## config.mk

```make
export PLATFORM = sky130hd
export DESIGN_NAME = dispirq_status
export DESIGN_NICKNAME = d
export VERILOG_FILES = /design/src/rtl/dispirq_pkg.sv /design/src/rtl/dispirq_prio.sv /design/src/rtl/dispirq_map.sv /design/src/rtl/dispirq_status.sv
export SDC_FILE = /design/constraint.sdc
export NUM_CORES = 1
export LEC_CHECK = 0
export BUFFER_PORTS_ARGS = -buffer_cell sky130_fd_sc_hd__buf_4
export CORE_AREA = 5 5 151 153
export CTS_CLUSTER_DIAMETER = 30
export CTS_CLUSTER_SIZE = 12
export DETAILED_ROUTE_END_ITERATION = 8
export DIE_AREA = 0 0 156 158
export PLACE_DENSITY = 0.75
export SYNTH_ARGS = -nofsm -noshare
export SYNTH_HDL_FRONTEND = slang
export SYNTH_SLANG_ARGS = --single-unit
export TNS_END_PERCENT = 20
```

## constraint.sdc

```tcl
create_clock -name clk -period 3.2 [get_ports clk]
set_input_delay 0.16 -clock clk [delete_from_list [all_inputs] [get_ports clk]]
set_output_delay 0.16 -clock clk [all_outputs]
set_load 0.01 [all_outputs]
```

## src/rtl/dispirq_pkg.sv

```systemverilog
package dispirq_pkg;
    localparam int unsigned DW = 32;

    // status word 0 positions
    localparam int unsigned B_LDONE  = 0;
    localparam int unsigned B_SOF0   = 1;
    localparam int unsigned B_BERR   = 2;
    localparam int unsigned B_ACB    = 3;
    localparam int unsigned B_UR0    = 4;
    localparam int unsigned B_UR1    = 5;
    localparam int unsigned B_OUR    = 6;
    localparam int unsigned B_QDIS   = 7;
    localparam int unsigned B_EOF0   = 8;
    localparam int unsigned B_BR0    = 9;
    localparam int unsigned B_SINT   = 10;
    localparam int unsigned B_RDST   = 11;
    localparam int unsigned B_CMD    = 12;
    localparam int unsigned F_ERR_LO = 28;
    localparam int unsigned F_ERR_W  = 3;

    // control word: enable bit, mask for word-0 underrun ch1 lives in mask word
    localparam int unsigned B_EN     = 16;
    localparam int unsigned B_M_UR1  = 24;

    // status word 1 offsets per event kind (added to channel number)
    localparam int unsigned OFS_SOF  = 0;   // bit c-1
    localparam int unsigned OFS_EOF  = 8;   // bit c+7
    localparam int unsigned OFS_BR   = 16;  // bit c+15
    localparam int unsigned OFS_UR   = 24;  // bit c+23

    localparam logic [DW-1:0] ST0_CLR  = 32'h0000_0FFF;
    localparam logic [DW-1:0] ST1_CLR  = 32'h003E_3F3F;
    localparam logic [DW-1:0] ST0_SRC  = 32'h0000_1BF3;
    localparam logic [DW-1:0] CTL_WR   = 32'h0001_1BD3;
    localparam logic [DW-1:0] MSK1_WR  = 32'h3F3F_3F3F;

    typedef enum logic [1:0] {
        A_ST0  = 2'd0,
        A_ST1  = 2'd1,
        A_CTL  = 2'd2,
        A_MSK1 = 2'd3
    } reg_addr_e;
endpackage

```

## src/rtl/dispirq_prio.sv

```systemverilog
module dispirq_prio #(
    parameter int unsigned N  = 7,
    parameter int unsigned IW = (N > 1) ? $clog2(N) : 1
) (
    input  logic [N-1:0]  req,
    output logic          valid,
    output logic [IW-1:0] idx
);
    always_comb begin
        valid = |req;
        idx   = '0;
        for (int i = N - 1; i >= 0; i--) begin
            if (req[i]) idx = IW'(i);
        end
    end
endmodule

```

## src/rtl/dispirq_map.sv

```systemverilog
module dispirq_map
    import dispirq_pkg::*;
#(
    parameter int unsigned NUM_CH = 7
) (
    input  logic [NUM_CH-1:0] ev_sof,
    input  logic [NUM_CH-1:0] ev_eof,
    input  logic [NUM_CH-1:0] ev_branch,
    input  logic [NUM_CH-1:0] ev_buserr,
    input  logic [NUM_CH-1:0] ev_underrun,
    input  logic [DW-1:0]     ctrl_q,
    input  logic [DW-1:0]     mask1_q,
    output logic [DW-1:0]     set0,
    output logic [DW-1:0]     set1,
    output logic [NUM_CH-1:0] hit
);
    always_comb begin
        set0 = '0;
        set1 = '0;
        hit  = '0;
        set0[B_SOF0] = ev_sof[0];
        set0[B_EOF0] = ev_eof[0];
        set0[B_BR0]  = ev_branch[0];
        set0[B_UR0]  = ev_underrun[0];
        hit[0] = (ev_sof[0]    & ~ctrl_q[B_SOF0])
               | (ev_eof[0]    & ~ctrl_q[B_EOF0])
               | (ev_branch[0] & ~ctrl_q[B_BR0])
               | ev_buserr[0];
        for (int c = 1; c < int'(NUM_CH); c++) begin
            set1[OFS_SOF + c - 1] = ev_sof[c];
            set1[OFS_EOF + c - 1] = ev_eof[c];
            set1[OFS_BR  + c - 1] = ev_branch[c];
            if (c == 1) set0[B_UR1] = ev_underrun[c];
            else        set1[OFS_UR + c - 1] = ev_underrun[c];
            hit[c] = (ev_sof[c]    & ~mask1_q[OFS_SOF + c - 1])
                   | (ev_eof[c]    & ~mask1_q[OFS_EOF + c - 1])
                   | (ev_branch[c] & ~mask1_q[OFS_BR  + c - 1])
                   | ev_buserr[c];
        end
    end
endmodule

```

## src/rtl/dispirq_status.sv

```systemverilog
module dispirq_status
    import dispirq_pkg::*;
#(
    parameter int unsigned NUM_CH = 7,
    parameter int unsigned ID_W   = 32
) (
    input  logic                   clk,
    input  logic                   rst_n,
    input  logic [NUM_CH-1:0]      ev_sof,
    input  logic [NUM_CH-1:0]      ev_eof,
    input  logic [NUM_CH-1:0]      ev_branch,
    input  logic [NUM_CH-1:0]      ev_buserr,
    input  logic [NUM_CH-1:0]      ev_underrun,
    input  logic                   ev_last_done,
    input  logic                   ev_acbias,
    input  logic                   ev_out_underrun,
    input  logic                   ev_read_status,
    input  logic                   ev_command,
    input  logic [NUM_CH*ID_W-1:0] frame_ids,
    input  logic                   wr_en,
    input  logic [1:0]             wr_addr,
    input  logic [DW-1:0]          wr_data,
    output logic [DW-1:0]          status0_o,
    output logic [DW-1:0]          status1_o,
    output logic [ID_W-1:0]        int_id_o,
    output logic                   irq_o
);
    localparam int unsigned IW = (NUM_CH > 1) ? $clog2(NUM_CH) : 1;

    typedef struct packed {
        logic [DW-1:0]   s0;
        logic [DW-1:0]   s1;
        logic [DW-1:0]   ctrl;
        logic [DW-1:0]   m1;
        logic [ID_W-1:0] id;
        logic            irq;
    } state_t;

    state_t st_d, st_q;

    logic [DW-1:0]     map_set0, map_set1;
    logic [NUM_CH-1:0] hit;
    logic              hit_any, ber_any;
    logic [IW-1:0]     hit_idx, ber_idx;

    dispirq_map #(.NUM_CH(NUM_CH)) u_map (
        .ev_sof      (ev_sof),
        .ev_eof      (ev_eof),
        .ev_branch   (ev_branch),
        .ev_buserr   (ev_buserr),
        .ev_underrun (ev_underrun),
        .ctrl_q      (st_q.ctrl),
        .mask1_q     (st_q.m1),
        .set0        (map_set0),
        .set1        (map_set1),
        .hit         (hit)
    );

    dispirq_prio #(.N(NUM_CH), .IW(IW)) u_hit_prio (
        .req   (hit),
        .valid (hit_any),
        .idx   (hit_idx)
    );

    dispirq_prio #(.N(NUM_CH), .IW(IW)) u_err_prio (
        .req   (ev_buserr),
        .valid (ber_any),
        .idx   (ber_idx)
    );

    always_comb begin
        logic [DW-1:0]      glob;
        logic [DW-1:0]      mask0_eff;
        logic [F_ERR_W-1:0] err_field;

        st_d = st_q;

        glob = '0;
        glob[B_LDONE] = ev_last_done;
        glob[B_ACB]   = ev_acbias;
        glob[B_OUR]   = ev_out_underrun;
        glob[B_RDST]  = ev_read_status;
        glob[B_CMD]   = ev_command;
        glob[B_BERR]  = ber_any;

        if (wr_en) begin
            unique case (reg_addr_e'(wr_addr))
                A_ST0: begin
                    st_d.s0 = st_d.s0 & ~(wr_data & ST0_CLR);
                    if (wr_data[B_BERR]) st_d.s0[F_ERR_LO +: F_ERR_W] = '0;
                end
                A_ST1:  st_d.s1 = st_d.s1 & ~(wr_data & ST1_CLR);
                A_CTL: begin
                    st_d.ctrl = wr_data & CTL_WR;
                    if (st_q.ctrl[B_EN] && !wr_data[B_EN]) glob[B_QDIS] = 1'b1;
                end
                A_MSK1: st_d.m1 = wr_data & MSK1_WR;
                default: ;
            endcase
        end

        st_d.s0 = st_d.s0 | map_set0 | glob;
        st_d.s1 = st_d.s1 | map_set1;

        err_field = F_ERR_W'(ber_idx);
        if (ber_any) st_d.s0[F_ERR_LO +: F_ERR_W] = err_field;

        if (hit_any) begin
            if (st_q.irq) st_d.s0[B_SINT] = 1'b1;
            else          st_d.id = frame_ids[hit_idx*ID_W +: ID_W];
        end

        mask0_eff = st_q.ctrl;
        mask0_eff[B_UR1] = st_q.m1[B_M_UR1];
        st_d.irq = (|(st_q.s0 & ST0_SRC & ~mask0_eff)) | (|(st_q.s1 & ~st_q.m1));
    end

    always_ff @(posedge clk) begin
        if (!rst_n) st_q <= '0;
        else        st_q <= st_d;
    end

    assign status0_o = st_q.s0;
    assign status1_o = st_q.s1;
    assign int_id_o  = st_q.id;
    assign irq_o     = st_q.irq;
endmodule


```

======== After elaboration in Yosys (flattened, before gate mapping) ========
Index checks and enable logic that the tools add are counted.
storage, ports and cells
  input bits .............................. 301
  word-level logic and storage cells ...... 122
  register bits ........................... 131
  output and inout bits ................... 97
cells by class
  shifts and indexed selects .............. 1
  reductions and logical operators ........ 10
  muxes and demuxes ....................... 26
  bitwise gates (word level) .............. 76
  equality and inequality tests ........... 3
operator list
  operator            count
  $shiftx 224x9->32   1
  $mux 128            1
  $and 32x32->32      3
  $mux 32             2
  $reduce_or 32->1    2
  $mux 3              16
  $and 13x32->32      1
  $not 12->32         1
  $not 17->32         1
  $not 22->32         1
  $not 30->32         1
  $or 32x10->32       1
  $or 32x13->32       1
  $or 32x30->32       1
  $mux 30             1
  $not 1->1           22
  $or 1x1->1          22
  $and 1x1->1         21
  $mux 17             1
  $reduce_or 7->1     2
  $reduce_and 2->1    3
  $mux 1              5
  $eq 2x2->1 const B  2
  $eq 2x1->1 const B  1
  other kinds (3)     3

======== Logic depth before layout (Yosys ltp) ========
Gate-level depths: netlist (run 1).
  depth after elaboration ................. 13
  gate-level depth with buffers ........... 10
  mapped depth without buffers ............ 7

======== Cells and area by module ========
A second synthesis (run 1) with hierarchy kept.
second synthesis, totals
  cell total of the unflattened synthesis .. 855
  area total of the unflattened synthesis .. 7896.3 um^2
modules (own cells, without submodules)
  module          area each (um^2)  cells each  sequential area each (um^2)  instances
  dispirq_status  7056.8            740         2622.5                       1
  dispirq_map     694.4             93          0.0                          1
  dispirq_prio    72.6              11          0.0                          2

======== Least setup slack after synthesis (run 1) ========
Ideal clock, no wire load.
  path kind ............................... flip-flop to flip-flop
  start ................................... register st_q[53] in the netlist's numbering
  end ..................................... register st_q (netlist bit int_id_o[22])
  stages on the path, launching flop included .. 9
  period minus slack after synthesis ...... 2.142 ns
  required time ........................... 3.072 ns
  library setup time ...................... 0.128 ns
  setup slack ............................. 1.058 ns
  path buffers ............................ 1
  data arrival time ....................... 2.014 ns
  cell sequence ........................... dfxtp_1 nor2b_1 a2111oi_2 o211ai_2 nand2_4 buf_6 mux2_2 a221oi_1 o41ai_2
between the ends
  cells in the longest elaborated chain, start to end .. 11
  elaborated cells between the ends (all ways) .. 13
  those cells by class .................... 1 x shift; 6 x mux; 4 x bitwise; 2 x reduce/logical
RTL lines
  what                      RTL line               RTL
  start: declaration        dispirq_status.sv:39   state_t st_d, st_q;
  start signal: assignment  dispirq_status.sv:120  else st_q <= st_d;
  $not 1->1 *               dispirq_map.sv:37      | (ev_branch[c] & ~mask1_q[OFS_BR + c - 1])
  $and 1x1->1 *             dispirq_map.sv:37
  $or 1x1->1 *              dispirq_map.sv:37
  $or 1x1->1 *              dispirq_map.sv:38      | ev_buserr[c];
  $mux 3 (6 in series)      dispirq_prio.sv:13     if (req[i]) idx = IW'(i);
  $shiftx 224x9->32         dispirq_status.sv:110  else st_d.id = frame_ids[hit_idx*ID_W +: ID_W];
Mark *: on every way between the ends. The rest lies on a longest branch, timed or not.
A chain may end at the register's enable or synchronous reset.

======== Final worst setup path (run 1) ========
  start ................................... input port ev_eof[4]
  end ..................................... register st_q (netlist bit int_id_o[26])
between the ends
  cells in the longest elaborated chain, start to end .. 10
  elaborated cells between the ends (all ways) .. 12
  those cells by class .................... 1 x shift; 5 x mux; 4 x bitwise; 2 x reduce/logical
RTL lines
  what                  RTL line               RTL
  start: declaration    dispirq_status.sv:10   input logic [NUM_CH-1:0] ev_eof,
  $and 1x1->1 *         dispirq_map.sv:36      | (ev_eof[c] & ~mask1_q[OFS_EOF + c - 1])
  $or 1x1->1 *          dispirq_map.sv:36
  $or 1x1->1 *          dispirq_map.sv:37
  $or 1x1->1 *          dispirq_map.sv:38
  $mux 3 (5 in series)  dispirq_prio.sv:13
  $shiftx 224x9->32     dispirq_status.sv:110
Marks and branches as above.

==> impl_metrics.env, run 1 <==
export IMPL_synth_area_leaders="dfxtp_1 (30%), buf_4 (11%), nor2b_1 (8.2%)"
export IMPL_cp_max_fo=36
export IMPL_grt_max_degree=89
export IMPL_setup_viol=0
export IMPL_drive_above_1_share=0.435
export IMPL_max_freq_ghz=0.359
export IMPL_ant_nets=0
export IMPL_ys_types=50
export IMPL_fin_ws_ns=0.415
export IMPL_ys_ff_latch=106
export IMPL_finalCriticalPeriod_ns=2.78
export IMPL_boundaryPins=398
export IMPL_routed_wl_mm=27.0
export IMPL_dp_cells=1354
export IMPL_period_share=0.870
export IMPL_rsz0062_at_grt="no"
export IMPL_grt_overflow=0
export IMPL_pre_cts_ws_ns=0.502
export IMPL_grt_use_total=0.203
export IMPL_antenna_found_initial=1
export IMPL_dp_hpwl_mm=21.0
export IMPL_cts_tree="done"
export IMPL_syn_to_final_growth_pct=38.7
export IMPL_worstSetupPathType="in2reg"
export IMPL_ys_warn_count=0
export IMPL_htreeDepth=3
export IMPL_yosys_area_top_type="dfxtp_1"
export IMPL_fin_nets=1395
export IMPL_status="finished clean"
export IMPL_rows=54
export IMPL_vias=6913
export IMPL_final_setup_tns_ns=0
export IMPL_synth_seq_area_share=0.297
export IMPL_post_synth_inst_count=824
export IMPL_cts_buffer_depth=2
export IMPL_crit_arrival_ns=3.02
export IMPL_irDropWorstVdd_v=0.000293
export IMPL_ys_flop_type="dfxtp_1"
export IMPL_syn_area_per_cell_um2=8.68
export IMPL_yosys_cell_count_top_type="nand2_1"
export IMPL_gp_congestion=0.833
export IMPL_dieArea_um2=24600
export IMPL_maxCapViolations=0
export IMPL_skew_ns=0.0106
export IMPL_synth_commonest_cells="nand2_1 (124), dfxtp_1 (106), buf_4 (104)"
export IMPL_grt_pass1_vias=6849
export IMPL_insertion_delay_ns=0.36
export IMPL_drc=0
export IMPL_p_leak_nw=4.31
export IMPL_wire_per_inst_um=19.6
export IMPL_die_w_um=156
export IMPL_cts_root_buf="clkbuf_16"
export IMPL_grt_pass1_wl_mm=38.7
export IMPL_vias_per_cell=5.01
export IMPL_rrSetupSlack_ns=0.51
export IMPL_die_h_um=158
export IMPL_power_density_nw_per_um2=349
export IMPL_stdcell_count=1379
export IMPL_cts_made_buffers=9
export IMPL_cts_setup_buffers=0
export IMPL_drv_slew=0
export IMPL_cp_start_kind="input port"
export IMPL_min_path_type="in2reg"
export IMPL_slew_headroom=0.248
export IMPL_antennaDiodeCount=0
export IMPL_initial_core_util=0.334
export IMPL_async_reset_ff_frac=0
export IMPL_fill_cells=2084
export IMPL_synth_area_um2=7160
export IMPL_final_seq_area_um2=2120
export IMPL_clock_sinks=106
export IMPL_worst_setup_path_end_kind="register"
export IMPL_synth_top_cell_area_share=0.297
export IMPL_synth_edf_count=0
export IMPL_first_iter_violations=433
export IMPL_critical_path_required_ns=3.44
export IMPL_core_area_um2=21400
export IMPL_drt_pass1_iterations=7
export IMPL_hold_viol=0
export IMPL_multi_input_area_um2=3990
export IMPL_io_buffers=366
export IMPL_clk_pin_slew_ns=0.08
export IMPL_worst_pin_slew_ns=1.13
==> state kept, by name (all words and copies together) (netlist names) <==
name,flops
int_id_o,32
irq_o,1
st_q,34
status0_o,16
status1_o,23
==> layout by cell type, fill, tap and decap left out, types with 4 or more instances in the layout <==
| cell type | count |
|---|---|
| buf_12 | 6 |
| conb_1 | 25 |
| dlygate4sd3_1 | 9 |
| nor2b_1 | 93 |
| clkbuf_16 | 9 |
| nand2_1 | 122 |
| mux2_2 | 22 |
| inv_1 | 35 |
| a21boi_0 | 35 |
| o41ai_2 | 32 |
| a221oi_2 | 10 |
| a221oi_1 | 26 |
| mux2_1 | 9 |
| a211oi_1 | 65 |
| buf_4 | 374 |
| a21oi_1 | 32 |
| o21a_1 | 22 |
| o22ai_1 | 9 |
| nor2_1 | 4 |
| dfxtp_1 | 106 |
| nand3_1 | 4 |
==> routing by layer <==
| metal | up-vias | wire (um) | GRT usage |
|---|---|---|---|
| li1 | 3358 | - | - |
| met1 | 3229 | 10400 | 0.238 |
| met2 | 294 | 13400 | 0.350 |
| met3 | 30 | 2590 | 0.0733 |
| met4 | 2 | 568 | 0.0571 |
| met5 | - | 13 | 0 |
==> what timing repair did <==
item / in CTS / in global routing
hold endpoints to repair: 9 / 0
resized for setup: 0 / 0
hold buffers: 9 / 0
==> power by group <==
group	switching [mW]	internal, mW	total, mW
clock network	0.564	0.646	1.21
registers	0.0499	1.39	1.44
logic	0.343	0.467	0.810
total	0.957	2.51	3.46
==> path summary, 6_finish.rpt <==
check,from,to,cells after the start
worst max register to register,st_q[74],int_id_o[26],8
worst min register to register,int_id_o[16],int_id_o[16],2
worst max-delay path,ev_eof[4],int_id_o[26],10
worst min-delay path,ev_underrun[4],status1_o[27],2
==> critical path, stage by stage <==
cell	delay (ns)
dlygate4sd3_1	0.54
buf_4	0.14
nor2b_1	0.13
a2111o_1	0.37
o211ai_2	0.25
nand2_4	0.34
and2_1	0.30
buf_12	0.19
a221oi_1	0.49
o41ai_2	0.10
==> metrics by stage <==
step | utilization | total power [mW] | hold WS [ns] | cell area (um2)
3_3_place_gp | 0.444 | 2.26 | 0.369 | 9520
2_1_floorplan | - | 1.89 | 0.284 | 7250
6_report | 0.463 | 3.46 | 0.0106 | 9930
5_1_grt | 0.463 | 3.63 | 0.00194 | 9930
3_5_place_dp | 0.444 | 2.27 | 0.371 | 9520
4_1_cts | 0.463 | 3.50 | 0.00375 | 9930
==> logic make-up after synthesis <==
logic type / synth area share
AND/OR/NAND/NOR: 0.176
multiplexers: 0.0502
AO/OA/AOI/OAI: 0.314
flip-flops: 0.297
buffers and inverters: 0.163
other: 0.000524
==> layout make-up <==
class                      instances  area share
multi-input combinational        553       0.401
inverter                          35      0.0132
sequential                       106       0.214
timing repair buffer             389       0.304
tap                              280      0.0353
clock buffer                      10      0.0241
clock inverter                     6     0.00819
Note: power is estimated with default switching activity, not from simulation.
==> run 2, diff against run 1 <==
--- a/config.mk
+++ b/config.mk
@@ -5,14 +5,16 @@
 export SDC_FILE = /design/constraint.sdc
 export NUM_CORES = 1
 export LEC_CHECK = 0
+export ABC_AREA = 1
 export BUFFER_PORTS_ARGS = -buffer_cell sky130_fd_sc_hd__buf_4
-export CORE_AREA = 5 5 151 153
+export CORE_MARGIN = 10
+export CORE_UTILIZATION = 41
 export CTS_CLUSTER_DIAMETER = 30
 export CTS_CLUSTER_SIZE = 12
 export DETAILED_ROUTE_END_ITERATION = 8
-export DIE_AREA = 0 0 156 158
-export PLACE_DENSITY = 0.75
+export PLACE_DENSITY = 0.83
 export SYNTH_ARGS = -nofsm -noshare
 export SYNTH_HDL_FRONTEND = slang
+export SYNTH_HIERARCHICAL = 1
 export SYNTH_SLANG_ARGS = --single-unit
 export TNS_END_PERCENT = 20
==> run 2 against run 1 <==
Area after synthesis grew 18%. Clock power grew 65%. Synthesized cell count grew 64%. Cell count grew 38%. Hold slack lost 0.0025 ns. Flip-flop and latch count grew 25. Non-clock buffer count grew 45. Highest routed layer unchanged.
==> impl_metrics.env, run 2 <==
export IMPL_status="finished clean"
export IMPL_cp_max_fo=37
export IMPL_boundaryPins=398
export IMPL_power_mw=4.79
export IMPL_worstHoldStart="ev_branch[6]"
export IMPL_grt_pass1_wl_mm=51.6
export IMPL_setup_viol=0
export IMPL_post_cts_resized=0
export IMPL_clkPwrFrac=0.418
export IMPL_crit_top_cell="nand2_1"
export IMPL_dieArea_um2=26800
export IMPL_cts_root_buf="clkbuf_16"
export IMPL_clk_pin_slew_ns=0.06
export IMPL_period_share=0.811
export IMPL_maxCapViolations=0
export IMPL_fin_hold_ws_ns=0.00814
export IMPL_syn_area_per_cell_um2=6.26
export IMPL_clock_sinks=131
export IMPL_r2r_end="int_id_o[21]"
export IMPL_dp_hpwl_mm=25.9
export IMPL_slew_headroom=0.430
export IMPL_final_common_cell="buf_4"
export IMPL_drc=0
export IMPL_p_comb_frac=0.206
export IMPL_fill_cells=1934
export IMPL_wire_per_inst_um=18.3
export IMPL_layout_common_cells="buf_4 (403), nand2_1 (370), nor2_1 (157), nand3_1 (134), dfxtp_1 (131)"
export IMPL_p_int_mw=3.41
export IMPL_drive_above_1_share=0.282
export IMPL_power_switching_mw=1.37
export IMPL_stdcell_count=1898
export IMPL_p_leak_nw=5.66
export IMPL_post_synth_inst_count=1353
export IMPL_htreeDepth=4
export IMPL_min_path_type="in2reg"
export IMPL_final_setup_tns_ns=0
export IMPL_whs_path_depth=3
export IMPL_grt_max_degree=65
export IMPL_cp_start_kind="input port"
export IMPL_cts_buffer_depth=2
export IMPL_syn_to_final_growth_pct=33.6
export IMPL_initial_core_util=0.417
export IMPL_io_buffers=391
export IMPL_worstSetupPathType="in2reg"
export IMPL_gp_congestion=1.02
export IMPL_cp_top_family="simple AND/OR/NAND/NOR gates"
export IMPL_ys_warn_count=6
export IMPL_switching_share=0.287
export IMPL_skew_ns=0.0188
export IMPL_fin_ws_ns=0.605
export IMPL_drv_slew=0
export IMPL_cpPeakStageDelay_ns=0.71
export IMPL_first_iter_violations=680
export IMPL_drt_pass1_iterations=7
export IMPL_core_area_um2=20300
export IMPL_irDropWorstVdd_v=0.000342
export IMPL_pwr_share_seq=0.377
export IMPL_ant_nets=0
export IMPL_crit_buf_inv=4
export IMPL_path_cells="dlygate4sd3_1, buf_4, nand2_1, nand2_1, inv_1, nand2_1, nand2_1, nand2_1, nand2_1, a21oi_4, buf_4, nor2_4, nand2_1, nand3_1, nand3_1, a21oi_1"
export IMPL_critical_path_required_ns=3.54
export IMPL_fin_nets=1911
export IMPL_rows=52
export IMPL_vias=9321
export IMPL_max_freq_ghz=0.385
export IMPL_grt_overflow=0
export IMPL_multi_input_area_um2=3980
export IMPL_largest_register_ffs=34
export IMPL_rrSetupSlack_ns=0.66
export IMPL_rr_startpoint="st_q[37]"
export IMPL_rsz0062_at_grt="no"
export IMPL_worst_setup_path_end_kind="register"
export IMPL_top_register="st_q"
export IMPL_grt_use_total=0.245
export IMPL_finalCriticalPeriod_ns=2.60
export IMPL_synth_area_um2=8460
export IMPL_antenna_found_initial=6
export IMPL_hold_viol=0
export IMPL_routed_wl_mm=34.7
export IMPL_worst_path_max_delay_cell="nor2_4"
export IMPL_power_density_nw_per_um2=423
export IMPL_crit_arrival_ns=2.93
export IMPL_dp_cells=1831
export IMPL_min_to="status1_o[21]"
export IMPL_grt_pass1_vias=9095
export IMPL_worst_pin_slew_ns=0.853
export IMPL_r2r_cells=15
export IMPL_final_seq_area_um2=2620
export IMPL_insertion_delay_ns=0.43
export IMPL_vias_per_cell=4.91
export IMPL_cts_made_buffers=17
export IMPL_cts_tree="done"
export IMPL_pre_cts_ws_ns=0.661
export IMPL_die_w_um=164
export IMPL_die_h_um=164
## run 2: power by group through the flow
stage,Combinational [mW],Clock (mW),Sequential (mW)
final,0.985,2.00,1.80
after global routing,1.08,2.10,1.81
after floorplan,0.592,0,1.82
after CTS,0.983,2.03,1.80
after detailed placement,0.946,0,1.84
after global placement,0.932,0,1.83
## run 2: through the flow
step / cell area [um2] / utilization
after floorplan: 8600 / -
after global placement: 10400 / 0.513
after detailed placement: 10400 / 0.513
after CTS: 11300 / 0.556
after global routing: 11300 / 0.557
final: 11300 / 0.557
## run 2: timing repair
action / CTS / global route
hold buffers: 30 / 0
endpoints found under the hold margin: 30 / 0
buffers inserted: 0 / 0
## run 2: how the worst max path moves through the flow
| stage | startpoint | endpoint | slack [ns] | depth (start not counted) |
|---|---|---|---|---|
| 4_1_cts | ev_sof[5] | int_id_o[21] | 0.60 | 16 |
| 2_1_floorplan | st_q[45] | int_id_o[10] | 1.44 | 15 |
| 5_1_grt | ev_sof[4] | int_id_o[30] | 0.39 | 17 |
| 3_3_place_gp | st_q[36] | int_id_o[0] | 0.74 | 16 |
| 6_report | ev_sof[5] | int_id_o[21] | 0.60 | 16 |
| 3_5_place_dp | st_q[37] | int_id_o[24] | 0.66 | 15 |
## run 2: tightest hold or removal path: cells and delay by family
family	cells	cell delay, ns
compound gates	1	0.05
buf+inv	2	0.17
## run 2: layout make-up
cell class	instances	share of cell area
Sequential cell	131	0.232
Clock inverter	15	0.0147
Timing Repair Buffer	434	0.296
Antenna cell	5	0.00111
Tap cell	270	0.0299
Clock buffer	17	0.0376
Multi-Input combinational cell	916	0.352
Inverter	110	0.0368
## run 2: layer usage
metal | track usage | wire (um)
met2 | 0.431 | 17500
met1 | 0.264 | 12800
met3 | 0.0828 | 3500
met4 | 0.0955 | 847
met5 | 0 | 13
